$ cat config.mk
export PLATFORM = sky130hd
export DESIGN_NAME = vat_xlate
export DESIGN_NICKNAME = d
export VERILOG_FILES = /design/src/rtl/vat_pkg.sv /design/src/rtl/vat_ptab.sv /design/src/rtl/vat_tlb.sv /design/src/rtl/vat_ctrl.sv /design/src/rtl/vat_xlate.sv
export SDC_FILE = /design/constraint.sdc
export NUM_CORES = 2
export LEC_CHECK = 0
export BUFFER_PORTS_ARGS = -buffer_cell sky130_fd_sc_hd__buf_2
export CORE_ASPECT_RATIO = 0.5
export CORE_MARGIN = 1
export CORE_UTILIZATION = 50
export DETAILED_ROUTE_END_ITERATION = 10
export PLACE_DENSITY = 0.69
export SLEW_MARGIN = 20
export SYNTH_ARGS = -nofsm -noshare
export SYNTH_HDL_FRONTEND = slang
export SYNTH_HIERARCHICAL = 1
export SYNTH_SLANG_ARGS = --single-unit
$ cat constraint.sdc
create_clock -name clk -period 5.4 [get_ports clk]
set_input_delay 0.54 -clock clk [delete_from_list [all_inputs] [get_ports clk]]
set_output_delay 0.54 -clock clk [all_outputs]
set_load 0.05 [all_outputs]
$ cat src/rtl/vat_pkg.sv
package vat_pkg;
    typedef enum logic [0:0] {
        ST_LOOKUP = 1'b0,
        ST_WALK   = 1'b1
    } xl_state_e;
endpackage

$ cat src/rtl/vat_ptab.sv
module vat_ptab #(
    parameter int VPN_W = 8,
    parameter int PPN_W = 6
) (
    input  logic             clk,
    input  logic             rst_n,
    input  logic             wr_en,
    input  logic [VPN_W-1:0] wr_vpn,
    input  logic [PPN_W-1:0] wr_ppn,
    input  logic             wr_valid,
    input  logic             wr_writable,
    input  logic [VPN_W-1:0] rd_vpn,
    output logic [PPN_W-1:0] rd_ppn,
    output logic             rd_valid,
    output logic             rd_writable
);
    localparam int DEPTH = 1 << VPN_W;

    logic [PPN_W-1:0] ppn_q [DEPTH];
    logic [DEPTH-1:0] vld_q;
    logic [DEPTH-1:0] wrb_q;

    always_ff @(posedge clk or negedge rst_n) begin
        if (!rst_n) begin
            vld_q <= '0;
            wrb_q <= '0;
            for (int i = 0; i < DEPTH; i++) ppn_q[i] <= '0;
        end else if (wr_en) begin
            ppn_q[wr_vpn] <= wr_ppn;
            vld_q[wr_vpn] <= wr_valid;
            wrb_q[wr_vpn] <= wr_writable;
        end
    end

    assign rd_ppn      = ppn_q[rd_vpn];
    assign rd_valid    = vld_q[rd_vpn];
    assign rd_writable = wrb_q[rd_vpn];
endmodule

$ cat src/rtl/vat_tlb.sv
module vat_tlb #(
    parameter int SETS  = 4,
    parameter int WAYS  = 4,
    parameter int TAG_W = 6,
    parameter int PPN_W = 6
) (
    input  logic                    clk,
    input  logic                    rst_n,
    input  logic                    flush,
    input  logic [$clog2(SETS)-1:0] lk_idx,
    input  logic [TAG_W-1:0]        lk_tag,
    output logic                    lk_hit,
    output logic [PPN_W-1:0]        lk_ppn,
    output logic                    lk_writable,
    input  logic                    fill_en,
    input  logic [$clog2(SETS)-1:0] fill_idx,
    input  logic [TAG_W-1:0]        fill_tag,
    input  logic [PPN_W-1:0]        fill_ppn,
    input  logic                    fill_writable,
    input  logic                    inv_en,
    input  logic [$clog2(SETS)-1:0] inv_idx,
    input  logic [TAG_W-1:0]        inv_tag
);
    localparam int IDX_W = $clog2(SETS);
    localparam int WAY_W = $clog2(WAYS);

    logic [WAYS-1:0]  vld_q [SETS];
    logic [TAG_W-1:0] tag_q [SETS][WAYS];
    logic [PPN_W-1:0] ppn_q [SETS][WAYS];
    logic [WAYS-1:0]  wrb_q [SETS];
    logic [WAY_W-1:0] rr_q  [SETS];

    logic [WAY_W-1:0] victim;
    logic             have_free;

    // Lookup: at most one way matches because refill only follows a miss.
    always_comb begin
        lk_hit      = 1'b0;
        lk_ppn      = '0;
        lk_writable = 1'b0;
        for (int w = 0; w < WAYS; w++) begin
            if (vld_q[lk_idx][w] && tag_q[lk_idx][w] == lk_tag) begin
                lk_hit      = 1'b1;
                lk_ppn      = ppn_q[lk_idx][w];
                lk_writable = wrb_q[lk_idx][w];
            end
        end
    end

    // Victim: lowest free way, else the set's round-robin pointer.
    always_comb begin
        victim    = rr_q[fill_idx];
        have_free = 1'b0;
        for (int w = WAYS - 1; w >= 0; w--) begin
            if (!vld_q[fill_idx][w]) begin
                victim    = WAY_W'(w);
                have_free = 1'b1;
            end
        end
    end

    always_ff @(posedge clk or negedge rst_n) begin
        if (!rst_n) begin
            for (int s = 0; s < SETS; s++) begin
                vld_q[s] <= '0;
                wrb_q[s] <= '0;
                rr_q[s]  <= '0;
                for (int w = 0; w < WAYS; w++) begin
                    tag_q[s][w] <= '0;
                    ppn_q[s][w] <= '0;
                end
            end
        end else begin
            for (int s = 0; s < SETS; s++) begin
                for (int w = 0; w < WAYS; w++) begin
                    if (flush) begin
                        vld_q[s][w] <= 1'b0;
                    end else if (fill_en && IDX_W'(s) == fill_idx && WAY_W'(w) == victim) begin
                        vld_q[s][w] <= 1'b1;
                        tag_q[s][w] <= fill_tag;
                        ppn_q[s][w] <= fill_ppn;
                        wrb_q[s][w] <= fill_writable;
                    end else if (inv_en && IDX_W'(s) == inv_idx && tag_q[s][w] == inv_tag) begin
                        vld_q[s][w] <= 1'b0;
                    end
                end
            end
            if (fill_en && !flush && !have_free) begin
                rr_q[fill_idx] <= rr_q[fill_idx] + 1'b1;
            end
        end
    end
endmodule

$ cat src/rtl/vat_ctrl.sv
module vat_ctrl
    import vat_pkg::*;
#(
    parameter int VA_W  = 14,
    parameter int OFF_W = 6,
    parameter int PPN_W = 6
) (
    input  logic                  clk,
    input  logic                  rst_n,
    input  logic                  flush,
    input  logic                  req_valid,
    input  logic                  req_write,
    input  logic [VA_W-1:0]       req_vaddr,
    output logic                  req_ready,
    input  logic                  tlb_hit,
    input  logic [PPN_W-1:0]      tlb_ppn,
    input  logic                  tlb_writable,
    input  logic [PPN_W-1:0]      pt_ppn,
    input  logic                  pt_valid,
    input  logic                  pt_writable,
    input  logic                  pte_we,
    input  logic [VA_W-OFF_W-1:0] pte_vpn,
    output logic [VA_W-OFF_W-1:0] walk_vpn,
    output logic                  fill_en,
    output logic                  rsp_valid,
    output logic [PPN_W+OFF_W-1:0] rsp_paddr,
    output logic                  rsp_tlb_hit,
    output logic                  rsp_page_fault,
    output logic                  rsp_prot_fault
);
    localparam int VPN_W = VA_W - OFF_W;

    xl_state_e        state_q, state_d;
    logic [OFF_W-1:0] walk_off;
    logic             walk_write;

    always_ff @(posedge clk or negedge rst_n) begin
        if (!rst_n) state_q <= ST_LOOKUP;
        else        state_q <= state_d;
    end

    always_comb begin
        state_d = state_q;
        unique case (state_q)
            ST_LOOKUP: if (req_valid && !tlb_hit) state_d = ST_WALK;
            ST_WALK:   state_d = ST_LOOKUP;
        endcase
    end

    assign req_ready = (state_q == ST_LOOKUP);
    assign fill_en   = (state_q == ST_WALK) && pt_valid && !flush
                       && !(pte_we && pte_vpn == walk_vpn);

    always_ff @(posedge clk or negedge rst_n) begin
        if (!rst_n) begin
            rsp_valid      <= 1'b0;
            rsp_paddr      <= '0;
            rsp_tlb_hit    <= 1'b0;
            rsp_page_fault <= 1'b0;
            rsp_prot_fault <= 1'b0;
            walk_vpn       <= '0;
            walk_off       <= '0;
            walk_write     <= 1'b0;
        end else begin
            rsp_valid      <= 1'b0;
            rsp_paddr      <= '0;
            rsp_tlb_hit    <= 1'b0;
            rsp_page_fault <= 1'b0;
            rsp_prot_fault <= 1'b0;
            unique case (state_q)
                ST_LOOKUP: begin
                    if (req_valid) begin
                        walk_vpn   <= req_vaddr[VA_W-1:OFF_W];
                        walk_off   <= req_vaddr[OFF_W-1:0];
                        walk_write <= req_write;
                        if (tlb_hit) begin
                            rsp_valid   <= 1'b1;
                            rsp_tlb_hit <= 1'b1;
                            if (req_write && !tlb_writable) rsp_prot_fault <= 1'b1;
                            else rsp_paddr <= {tlb_ppn, req_vaddr[OFF_W-1:0]};
                        end
                    end
                end
                ST_WALK: begin
                    rsp_valid <= 1'b1;
                    if (!pt_valid)                      rsp_page_fault <= 1'b1;
                    else if (walk_write && !pt_writable) rsp_prot_fault <= 1'b1;
                    else                                rsp_paddr <= {pt_ppn, walk_off};
                end
            endcase
        end
    end

    logic unused_w;
    assign unused_w = ^{VPN_W};
endmodule

$ cat src/rtl/vat_xlate.sv
module vat_xlate #(
    parameter int VA_W       = 14,
    parameter int PA_W       = 12,
    parameter int PAGE_BYTES = 64,
    parameter int SETS       = 4,
    parameter int WAYS       = 4
) (
    input  logic                                 clk,
    input  logic                                 rst_n,
    input  logic                                 flush,
    input  logic                                 req_valid,
    input  logic                                 req_write,
    input  logic [VA_W-1:0]                      req_vaddr,
    output logic                                 req_ready,
    output logic                                 rsp_valid,
    output logic [PA_W-1:0]                      rsp_paddr,
    output logic                                 rsp_tlb_hit,
    output logic                                 rsp_page_fault,
    output logic                                 rsp_prot_fault,
    input  logic                                 pte_we,
    input  logic [VA_W-$clog2(PAGE_BYTES)-1:0]   pte_vpn,
    input  logic [PA_W-$clog2(PAGE_BYTES)-1:0]   pte_ppn,
    input  logic                                 pte_valid,
    input  logic                                 pte_writable
);
    localparam int OFF_W = $clog2(PAGE_BYTES);
    localparam int VPN_W = VA_W - OFF_W;
    localparam int PPN_W = PA_W - OFF_W;
    localparam int IDX_W = $clog2(SETS);
    localparam int TAG_W = VPN_W - IDX_W;

    logic             tlb_hit, tlb_wr, pt_v, pt_wr, fill_en;
    logic [PPN_W-1:0] tlb_ppn, pt_ppn;
    logic [VPN_W-1:0] walk_vpn;

    vat_tlb #(.SETS(SETS), .WAYS(WAYS), .TAG_W(TAG_W), .PPN_W(PPN_W)) u_tlb (
        .clk           (clk),
        .rst_n         (rst_n),
        .flush         (flush),
        .lk_idx        (req_vaddr[OFF_W+IDX_W-1:OFF_W]),
        .lk_tag        (req_vaddr[VA_W-1:OFF_W+IDX_W]),
        .lk_hit        (tlb_hit),
        .lk_ppn        (tlb_ppn),
        .lk_writable   (tlb_wr),
        .fill_en       (fill_en),
        .fill_idx      (walk_vpn[IDX_W-1:0]),
        .fill_tag      (walk_vpn[VPN_W-1:IDX_W]),
        .fill_ppn      (pt_ppn),
        .fill_writable (pt_wr),
        .inv_en        (pte_we),
        .inv_idx       (pte_vpn[IDX_W-1:0]),
        .inv_tag       (pte_vpn[VPN_W-1:IDX_W])
    );

    vat_ptab #(.VPN_W(VPN_W), .PPN_W(PPN_W)) u_ptab (
        .clk         (clk),
        .rst_n       (rst_n),
        .wr_en       (pte_we),
        .wr_vpn      (pte_vpn),
        .wr_ppn      (pte_ppn),
        .wr_valid    (pte_valid),
        .wr_writable (pte_writable),
        .rd_vpn      (walk_vpn),
        .rd_ppn      (pt_ppn),
        .rd_valid    (pt_v),
        .rd_writable (pt_wr)
    );

    vat_ctrl #(.VA_W(VA_W), .OFF_W(OFF_W), .PPN_W(PPN_W)) u_ctrl (
        .clk            (clk),
        .rst_n          (rst_n),
        .flush          (flush),
        .req_valid      (req_valid),
        .req_write      (req_write),
        .req_vaddr      (req_vaddr),
        .req_ready      (req_ready),
        .tlb_hit        (tlb_hit),
        .tlb_ppn        (tlb_ppn),
        .tlb_writable   (tlb_wr),
        .pt_ppn         (pt_ppn),
        .pt_valid       (pt_v),
        .pt_writable    (pt_wr),
        .pte_we         (pte_we),
        .pte_vpn        (pte_vpn),
        .walk_vpn       (walk_vpn),
        .fill_en        (fill_en),
        .rsp_valid      (rsp_valid),
        .rsp_paddr      (rsp_paddr),
        .rsp_tlb_hit    (rsp_tlb_hit),
        .rsp_page_fault (rsp_page_fault),
        .rsp_prot_fault (rsp_prot_fault)
    );
endmodule

### Word-level counts from Yosys, hierarchy flattened

Index checks and enable logic that the tools add are counted.

| storage, ports and cells | value |
|---|---|
| register bits | 2312 |
| input bits | 36 |
| output and inout bits | 17 |
| logic and storage cells | 602 |

| operators by class | value |
|---|---|
| $add $sub $neg | 1 |
| magnitude comparators | 9 |
| equality and inequality tests | 30 |
| multiplexer cells | 123 |
| bitwise gates (word level) | 6 |
| reduce and logical (&&, ||, !) cells | 98 |

Operators with widths:

| kind | number |
|---|---|
| $bwmux W1536 | 1 |
| $bwmux W256 | 2 |
| $eq A6 B6 Y1 | 20 |
| $bmux W24 S2 | 2 |
| $mux W24 | 4 |
| $mux W1 | 74 |
| $mux W12 | 5 |
| $logic_and A1 B1 Y1 | 56 |
| $bmux W6 S8 | 1 |
| $demux W6 S8 | 1 |
| $reduce_bool A3 Y1 | 16 |
| $mux W6 | 7 |
| $reduce_and A2 Y1 | 17 |
| $bmux W4 S2 | 3 |
| $mux W4 | 6 |
| $pmux W12 S2 | 1 |
| $ge A9 B9 Y1 const B | 2 |
| $lt A8 B9 Y1 const B | 2 |
| $not A8 Y9 | 2 |
| $bmux W1 S8 | 2 |
| $mux W2 | 7 |
| $eq A2 B2 Y1 const A | 6 |
| $lt A9 B1 Y1 const B | 1 |
| $bwmux W8 | 1 |
| 14 further kinds | 28 |

### Longest topological paths before layout

| depth | value |
|---|---|
| word-level depth | 16 |
| mapped depth | 20 |
| depth with buffers taken out | 13 |

### Cells and area by module

The synthesis kept the hierarchy.

Modules (own cells, without submodules):

| module | instances | cells an instance | area each (sq um) | seq. area each (sq um) |
|---|---|---|---|---|
| vat_ptab | 1 | 6060 | 93388.3 | 51249.2 |
| vat_tlb | 1 | 894 | 12196.7 | 5805.6 |
| vat_ctrl | 1 | 91 | 1291.2 | 800.8 |

### Least setup slack after synthesis

OpenSTA, ideal clock, no wires.

| path | value |
|---|---|
| kind | reg2reg |
| from | register u_ctrl.walk_vpn[0] |
| to | register u_tlb/ppn_q[58] (netlist bit) |
| library setup time | 125 ps |
| data arrival time | 3807 ps |
| required time | 5275 ps |
| setup slack | 1468 ps |
| cell stages (with the launch flop) | 20 |
| path buffers | 7 |
| clock period less this slack | 3932 ps |
| path through | dfrtp_1 buf_6 buf_12 buf_12 buf_12 buf_12 buf_8 mux2i_1 o221ai_1 a21oi_1 o31ai_1 o22ai_1 nor3_1 nand2_1 a311oi_1 nand2_1 or2_2 nor2_2 buf_4 mux2_2 |

| on the way | value |
|---|---|
| elaborated cells between the ends (all ways) | 28 |
| classes of those cells | eq/ne: 3; mux: 15; bitwise: 2; reduce/logical: 8 |

RTL lines:

| element | RTL line | text |
|---|---|---|
| from (decl) | vat_ctrl.sv:23 | `output logic [VA_W-OFF_W-1:0] walk_vpn,` |
| from (signal assigned) | vat_ctrl.sv:73 | `walk_vpn <= req_vaddr[VA_W-1:OFF_W];` |
| $bmux W1 S8 | vat_ptab.sv:36 | `assign rd_valid = vld_q[rd_vpn];` |
| $mux W1 (not written as such) | vat_ptab.sv:36 |  |
| via pt_v | vat_xlate.sv:32 | `logic tlb_hit, tlb_wr, pt_v, pt_wr, fill_en;` |
| $logic_and A1 B1 Y1 (2 in a row) | vat_ctrl.sv:51 | `assign fill_en = (state_q == ST_WALK) && pt_valid && !flush` |
| $logic_and A1 B1 Y1 | vat_ctrl.sv:52 | `&& !(pte_we && pte_vpn == walk_vpn);` |
| via fill_en | vat_xlate.sv:32 |  |
| $logic_and A1 B1 Y1 (2 in a row) | vat_tlb.sv:78 | `end else if (fill_en && IDX_W'(s) == fill_idx && WAY_W'(w) == victim) begin` |
| $reduce_and A2 Y1 (no source line) | n/a |  |
| to (signal, indexed assignment) | vat_tlb.sv:81 | `ppn_q[s][w] <= fill_ppn;` |
| to (decl) | vat_tlb.sv:29 | `logic [PPN_W-1:0] ppn_q [SETS][WAYS];` |

The timed path passes the listed nets, and every way through them passes these cells. The select of a mux whose other input is x is not followed.
A chain may end at the register's enable or synchronous reset.

### Worst setup path in the final report

| path | value |
|---|---|
| from | register u_ctrl.walk_vpn[3] |
| to | register u_ctrl.rsp_paddr[7] |

| on the way | value |
|---|---|
| word-level cells in the longest chain between the ends | 7 |
| elaborated cells between the ends (all ways) | 13 |
| classes of those cells | mux: 10; bitwise: 1; reduce/logical: 2 |

Ends and longest elaborated chain:

| element | RTL line | text |
|---|---|---|
| $bmux W1 S8 | vat_ptab.sv:37 | `assign rd_writable = wrb_q[rd_vpn];` |
| $mux W1 (not written as such) | vat_ptab.sv:37 |  |
| via pt_wr | vat_xlate.sv:32 |  |
| $logic_not A1 Y1 | vat_ctrl.sv:87 | `else if (walk_write && !pt_writable) rsp_prot_fault <= 1'b1;` |
| $logic_and A1 B1 Y1 | vat_ctrl.sv:87 |  |
| $mux W12 | vat_ctrl.sv:87 |  |
| $mux W12 | vat_ctrl.sv:86 | `if (!pt_valid) rsp_page_fault <= 1'b1;` |
| $pmux W12 S2 | vat_ctrl.sv:70 | `unique case (state_q)` |
| to (signal assigned) | vat_ctrl.sv:80 | `else rsp_paddr <= {tlb_ppn, req_vaddr[OFF_W-1:0]};` |
| to (signal assigned) | vat_ctrl.sv:88 | `else rsp_paddr <= {pt_ppn, walk_off};` |
| to (decl) | vat_ctrl.sv:26 | `output logic [PPN_W+OFF_W-1:0] rsp_paddr,` |

The timed path passes the listed nets, and every way through them passes these cells. The select of a mux whose other input is x is not followed.

==> results by group <==
Setup path
  – Cell-by-cell trace of the critical path: nor2b_4, buf_4, buf_4, buf_4, a22oi_1, a21oi_1, nor2_1, o21ai_0, nor3_1, nor4_2, buf_4, inv_1, a21oi_1, a22o_1
  – CP required: 6.17 ns
  – Cell occurring most often along the worst timing path: sky130_fd_sc_hd__buf_4
  – Category of the worst setup path launch point: flop
  – Type of destination of the critical path: flop
  – Critical path type: flop to flop
  – Kind of cell with the highest combined delay on the critical path: compound AO/OA/AOI/OAI gates
  – Total buffers and inverters traversed by the critical path: 5
  – Worst-path fanout max: 20
  – Peak per-stage delay on the critical path: 0.80 ns
  – Signal arrival time at the worst endpoint: 5.81 ns
  – Library cell contributing the largest single delay on the critical path: sky130_fd_sc_hd__a21oi_1

Drt
  – Final routed wirelength across all metal layers: 289000 um
  – Average detailed-routed wire length per instance: 28.8 um
  – Number of detailed-routing iterations run before antenna repair: 6
  – Final routed DRC violation total: 0
  – Via-per-instance ratio: 6.31
  – Initial DRC count: 6273
  – Remaining antenna violation count after routing: 0
  – Via count of the routed design: 63400

Yosys
  – Number of synthesized flops with an enable pin: 0
  – Most used flip-flop cell after synthesis: sky130_fd_sc_hd__dfrtp_1
  – Sequential element share of the synthesized area: 54.1%
  – Post-Synthesis Net Count: 7081
  – Summed instance area of the synthesized netlist: 0.107 mm2
  – Post-synthesis average cell area: 15.2 um2
  – Share of synthesized registers carrying an async set or reset: 100%
  – Synth warn: 6
  – Synth cell types: 76
  – Number of synthesized register bits: 2312
  – Gate Count Post-Synth: 7045

Clocking
  – Inserted Clock Buffers: 213
  – Clock network latency to the later pin of the worst-skew pair: 0.87 ns
  – Clock-pin slew on the worst setup and hold paths: 0.07 ns
  – Clock H-tree levels: 4
  – Clock Tree Root: sky130_fd_sc_hd__clkbuf_16
  – Maximum clock path buffer count: 4
  – TritonCTS clock tree: yes
  – Number of sinks driven by the clock tree: 2312

Status
  – Outcome: completed

STA
  – Post-route minimum period: 5.04 ns
  – Share of the cycle needed by the critical path after routing: 93.4%
  – Highest attainable clock frequency: 198 MHz
  – Worst path setup slack after routing: 0.359 ns
  – Worst clock skew: 0.0498 ns
  – Total Negative Setup Slacks: 0 ns
  – Worst slew margin relative to its limit: 17.1%
  – Final hold violation count: 0
  – RSZ-0062 raised after global routing: no
  – Final number of max-transition violations: 0
  – Setup Viol. Count Final: 0
  – Slew @ Worst Pin: 1.23 ns

Power
  – Power density of the placed cells: 333 mW/mm2
  – Internal power: 29.1 mW
  – Switching part of the total power: 25.9%
  – Leakage power of the design: 55.7 nW
  – Total power: 39.3 mW
  – Sequential cell fraction of total power: 47.4%
  – Clock share of power: 39.7%
  – Largest vdd supply drop: 277 uV
  – Power share of the combinational group: 12.8%
  – Switching pwr: 10.2 mW

Floorplan
  – I/O pin count: 53
  – Placement Rows: 119
  – Starting utilization of the core area: 50.5%
  – Area enclosed by the die boundary: 0.216 mm2
  – Core area: 0.211 mm2
  – Die height: 329 um
  – Die boundary width: 656 um

Global routing
  – Number of global-route vias before repair: 64300
  – Total grt overflow: 0
  – Largest net degree at the start of global routing: 175
  – Overall fraction of global-route tracks in use: 26.8%
  – First-pass GRT wire length: 437000 um
  – Antenna violations before repair: 13

Finish
  – Post-layout net count: 7059
  – Area growth syn-to-layout: 10.2%
  – Count of fill cells added during filler insertion: 16700
  – Layout cell share with drive strength beyond 1: 47.6%
  – Post-route insts no fill: 10000

Placed design
  – Placed cells: 9639
  – Placement-stage worst setup slack: 0.0496 ns
  – Number of buffers inserted by port buffering: 52
  – Final RePlAce weighted congestion: 0.858
  – Total half-perimeter wirelength after legalization and detailed placement: 183000 um

Job
  – Max-cap violation count: 0

Worst hold path
  – Path category of the worst min-delay check: input pin to flop
-- cell type report --
cell class / instances / area (um2) / share of cell area, %
clock buffer: 322 / 6420 / 5.45
multi-input combinational: 4189 / 46300 / 39.3
inverter: 12 / 45.0 / 0.0382
sequential: 2312 / 57900 / 49.1
tap: 2843 / 3560 / 3.02
timing repair buffer: 295 / 2820 / 2.39
clock inverter: 57 / 729 / 0.619
antenna: 6 / 15.0 / 0.0127
-- through the flow --
step / cell area (um2) / utilization (%) / hold WS [ns]
after floorplan: 107000 / - / 0.244
after global placement: 110000 / 52.2 / 0.457
after detailed placement: 110000 / 52.2 / 0.460
after CTS: 118000 / 55.7 / 0.233
after global routing: 118000 / 55.7 / 0.267
final: 118000 / 55.7 / 0.251
-- state kept, by name, summed over array words and instances, names as in the netlist, 6 cells and up --
register and flops:
u_tlb/rr_q 8, u_ptab/vld_q 256, u_ptab/ppn_q 1536, u_tlb/tag_q 96, u_ctrl/rsp_paddr 12, u_tlb/wrb_q 16
u_ctrl/walk_vpn 8, u_tlb/ppn_q 96, u_tlb/vld_q 16, u_ptab/wrb_q 256, u_ctrl/walk_off 6
-- worst reg2reg max path, stage by stage, from the launching register on --
cell and delay (ns):
sky130_fd_sc_hd__dfrtp_4 0.77, sky130_fd_sc_hd__nor2b_4 0.69, sky130_fd_sc_hd__buf_4 0.29, sky130_fd_sc_hd__buf_4 0.17
sky130_fd_sc_hd__buf_4 0.30, sky130_fd_sc_hd__a22oi_1 0.16, sky130_fd_sc_hd__a21oi_1 0.32, sky130_fd_sc_hd__nor2_1 0.07
sky130_fd_sc_hd__o21ai_0 0.11, sky130_fd_sc_hd__nor3_1 0.10, sky130_fd_sc_hd__nor4_2 0.59, sky130_fd_sc_hd__buf_4 0.25
sky130_fd_sc_hd__inv_1 0.07, sky130_fd_sc_hd__a21oi_1 0.80, sky130_fd_sc_hd__a22o_1 0.27
-- cells in the mapped netlist, types with 27 or more instances --
cell | instances | area share, %
sky130_fd_sc_hd__nor4_1 | 30 | 0.18
sky130_fd_sc_hd__mux4_2 | 456 | 9.6
sky130_fd_sc_hd__a22oi_1 | 160 | 1.1
sky130_fd_sc_hd__a22o_1 | 27 | 0.22
sky130_fd_sc_hd__nor2_1 | 232 | 0.81
sky130_fd_sc_hd__nand2_1 | 168 | 0.59
sky130_fd_sc_hd__clkbuf_1 | 326 | 1.1
sky130_fd_sc_hd__o22ai_1 | 29 | 0.17
sky130_fd_sc_hd__mux2_2 | 2279 | 24
sky130_fd_sc_hd__dfrtp_1 | 2312 | 54
sky130_fd_sc_hd__nor2b_1 | 31 | 0.18
sky130_fd_sc_hd__buf_6 | 42 | 0.44
sky130_fd_sc_hd__o21ai_0 | 31 | 0.15
sky130_fd_sc_hd__xnor2_1 | 82 | 0.67
sky130_fd_sc_hd__xor2_1 | 59 | 0.48
sky130_fd_sc_hd__o221ai_1 | 34 | 0.28
sky130_fd_sc_hd__mux4_1 | 37 | 0.91
sky130_fd_sc_hd__nor3_1 | 28 | 0.13
sky130_fd_sc_hd__mux2i_1 | 167 | 1.6
sky130_fd_sc_hd__a21oi_1 | 113 | 0.53
sky130_fd_sc_hd__buf_2 | 92 | 0.43
sky130_fd_sc_hd__buf_4 | 29 | 0.20
-- worst paths after layout --
| check | startpoint | end | slack [ns] | cells past startpoint |
|---|---|---|---|---|
| hold / removal | pte_ppn[3] | u_ptab/ppn_q[147]$_DFFE_PN0P_ | 0.25 | 2 |
| hold reg to reg | u_tlb/rr_q[2]$_DFFE_PN0P_ | u_tlb/rr_q[2]$_DFFE_PN0P_ | 0.47 | 1 |
| max in group asynchronous | rst_n | u_ptab/ppn_q[938]$_DFFE_PN0P_ | 3.63 | 4 |
| min in group asynchronous | rst_n | u_tlb/ppn_q[41]$_DFFE_PN0P_ | 0.29 | 2 |
| setup reg to reg | u_ctrl/walk_vpn[3]$_DFFE_PN0P_ | u_ctrl/rsp_paddr[7]$_DFF_PN0_ | 0.36 | 14 |
| setup / recovery | u_ctrl/walk_vpn[3]$_DFFE_PN0P_ | u_ctrl/rsp_paddr[7]$_DFF_PN0_ | 0.36 | 14 |
-- kinds of logic after synthesis --
| group | Yosys count | share of synthesized area [%] |
|---|---|---|
| AO/OA/AOI/OAI | 479 | 3.13 |
| AND/OR/NAND/NOR | 628 | 2.76 |
| flip-flops | 2312 | 54.1 |
| buffers and inverters | 544 | 2.68 |
| multiplexers | 2941 | 36.1 |
| XOR/XNOR | 141 | 1.16 |
-- cells in the final DEF, fill, tap and decap left out, types with 10 or more instances in the layout --
cell                        netlist  routed
sky130_fd_sc_hd__or4_1           12      12
sky130_fd_sc_hd__mux4_2         456     456
sky130_fd_sc_hd__a22o_1          27      27
sky130_fd_sc_hd__dfrtp_1       2312    2306
sky130_fd_sc_hd__mux2_2        2279    2279
sky130_fd_sc_hd__and3_1          12      12
sky130_fd_sc_hd__nand2_1        168     167
sky130_fd_sc_hd__a221oi_1        12      12
sky130_fd_sc_hd__clkbuf_8         2      57
sky130_fd_sc_hd__o22ai_1         29      29
sky130_fd_sc_hd__nand2b_1        17      16
sky130_fd_sc_hd__a22oi_1        160     160
sky130_fd_sc_hd__nor2b_1         31      27
sky130_fd_sc_hd__nor3_1          28      23
sky130_fd_sc_hd__nand3_1         21      21
sky130_fd_sc_hd__o21ai_0         31      31
sky130_fd_sc_hd__clkinv_2         0      35
sky130_fd_sc_hd__o221ai_1        34      34
sky130_fd_sc_hd__nand4_1         23      23
sky130_fd_sc_hd__nor4_1          30      23
sky130_fd_sc_hd__mux4_1          37      37
sky130_fd_sc_hd__bufinv_16        0      17
sky130_fd_sc_hd__a211oi_1        10      10
sky130_fd_sc_hd__a21oi_1        113     113
sky130_fd_sc_hd__buf_4           29     187
sky130_fd_sc_hd__nor2_1         232     227
sky130_fd_sc_hd__xor2_1          59      59
sky130_fd_sc_hd__clkbuf_1       326      48
sky130_fd_sc_hd__mux2i_1        167     167
sky130_fd_sc_hd__buf_12           7      50
sky130_fd_sc_hd__xnor2_1         82      82
sky130_fd_sc_hd__clkbuf_16        0     219
sky130_fd_sc_hd__buf_2           92      41
-- per-layer routing --
layer | global-route usage (%) | part of all wire (%) | vias up
li1 | - | - | 26200
met3 | 5.70 | 7.4 | 468
met2 | 40.6 | 45 | 2097
met5 | 0.404 | 0.055 | -
met1 | 39.5 | 45 | 34600
met4 | 6.93 | 2.6 | 6
-- power groups by stage --
stage / Clock, mW / Combinational, mW / Sequential, mW
2_1_floorplan: 0 / 3.17 / 18.7
3_3_place_gp: 0 / 4.93 / 18.9
3_5_place_dp: 0 / 4.98 / 18.9
4_1_cts: 15.9 / 5.00 / 18.6
5_1_grt: 16.6 / 5.33 / 18.7
6_report: 15.6 / 5.04 / 18.6
-- repair_timing --
item,in CTS,in global routing
setup buffers,0,3
gates resized for setup,1,3
hold buffers,9,0
setup endpoints to repair,14,106
endpoints found under the hold margin,93,0
No activity file was read; power rests on OpenSTA's default activity.
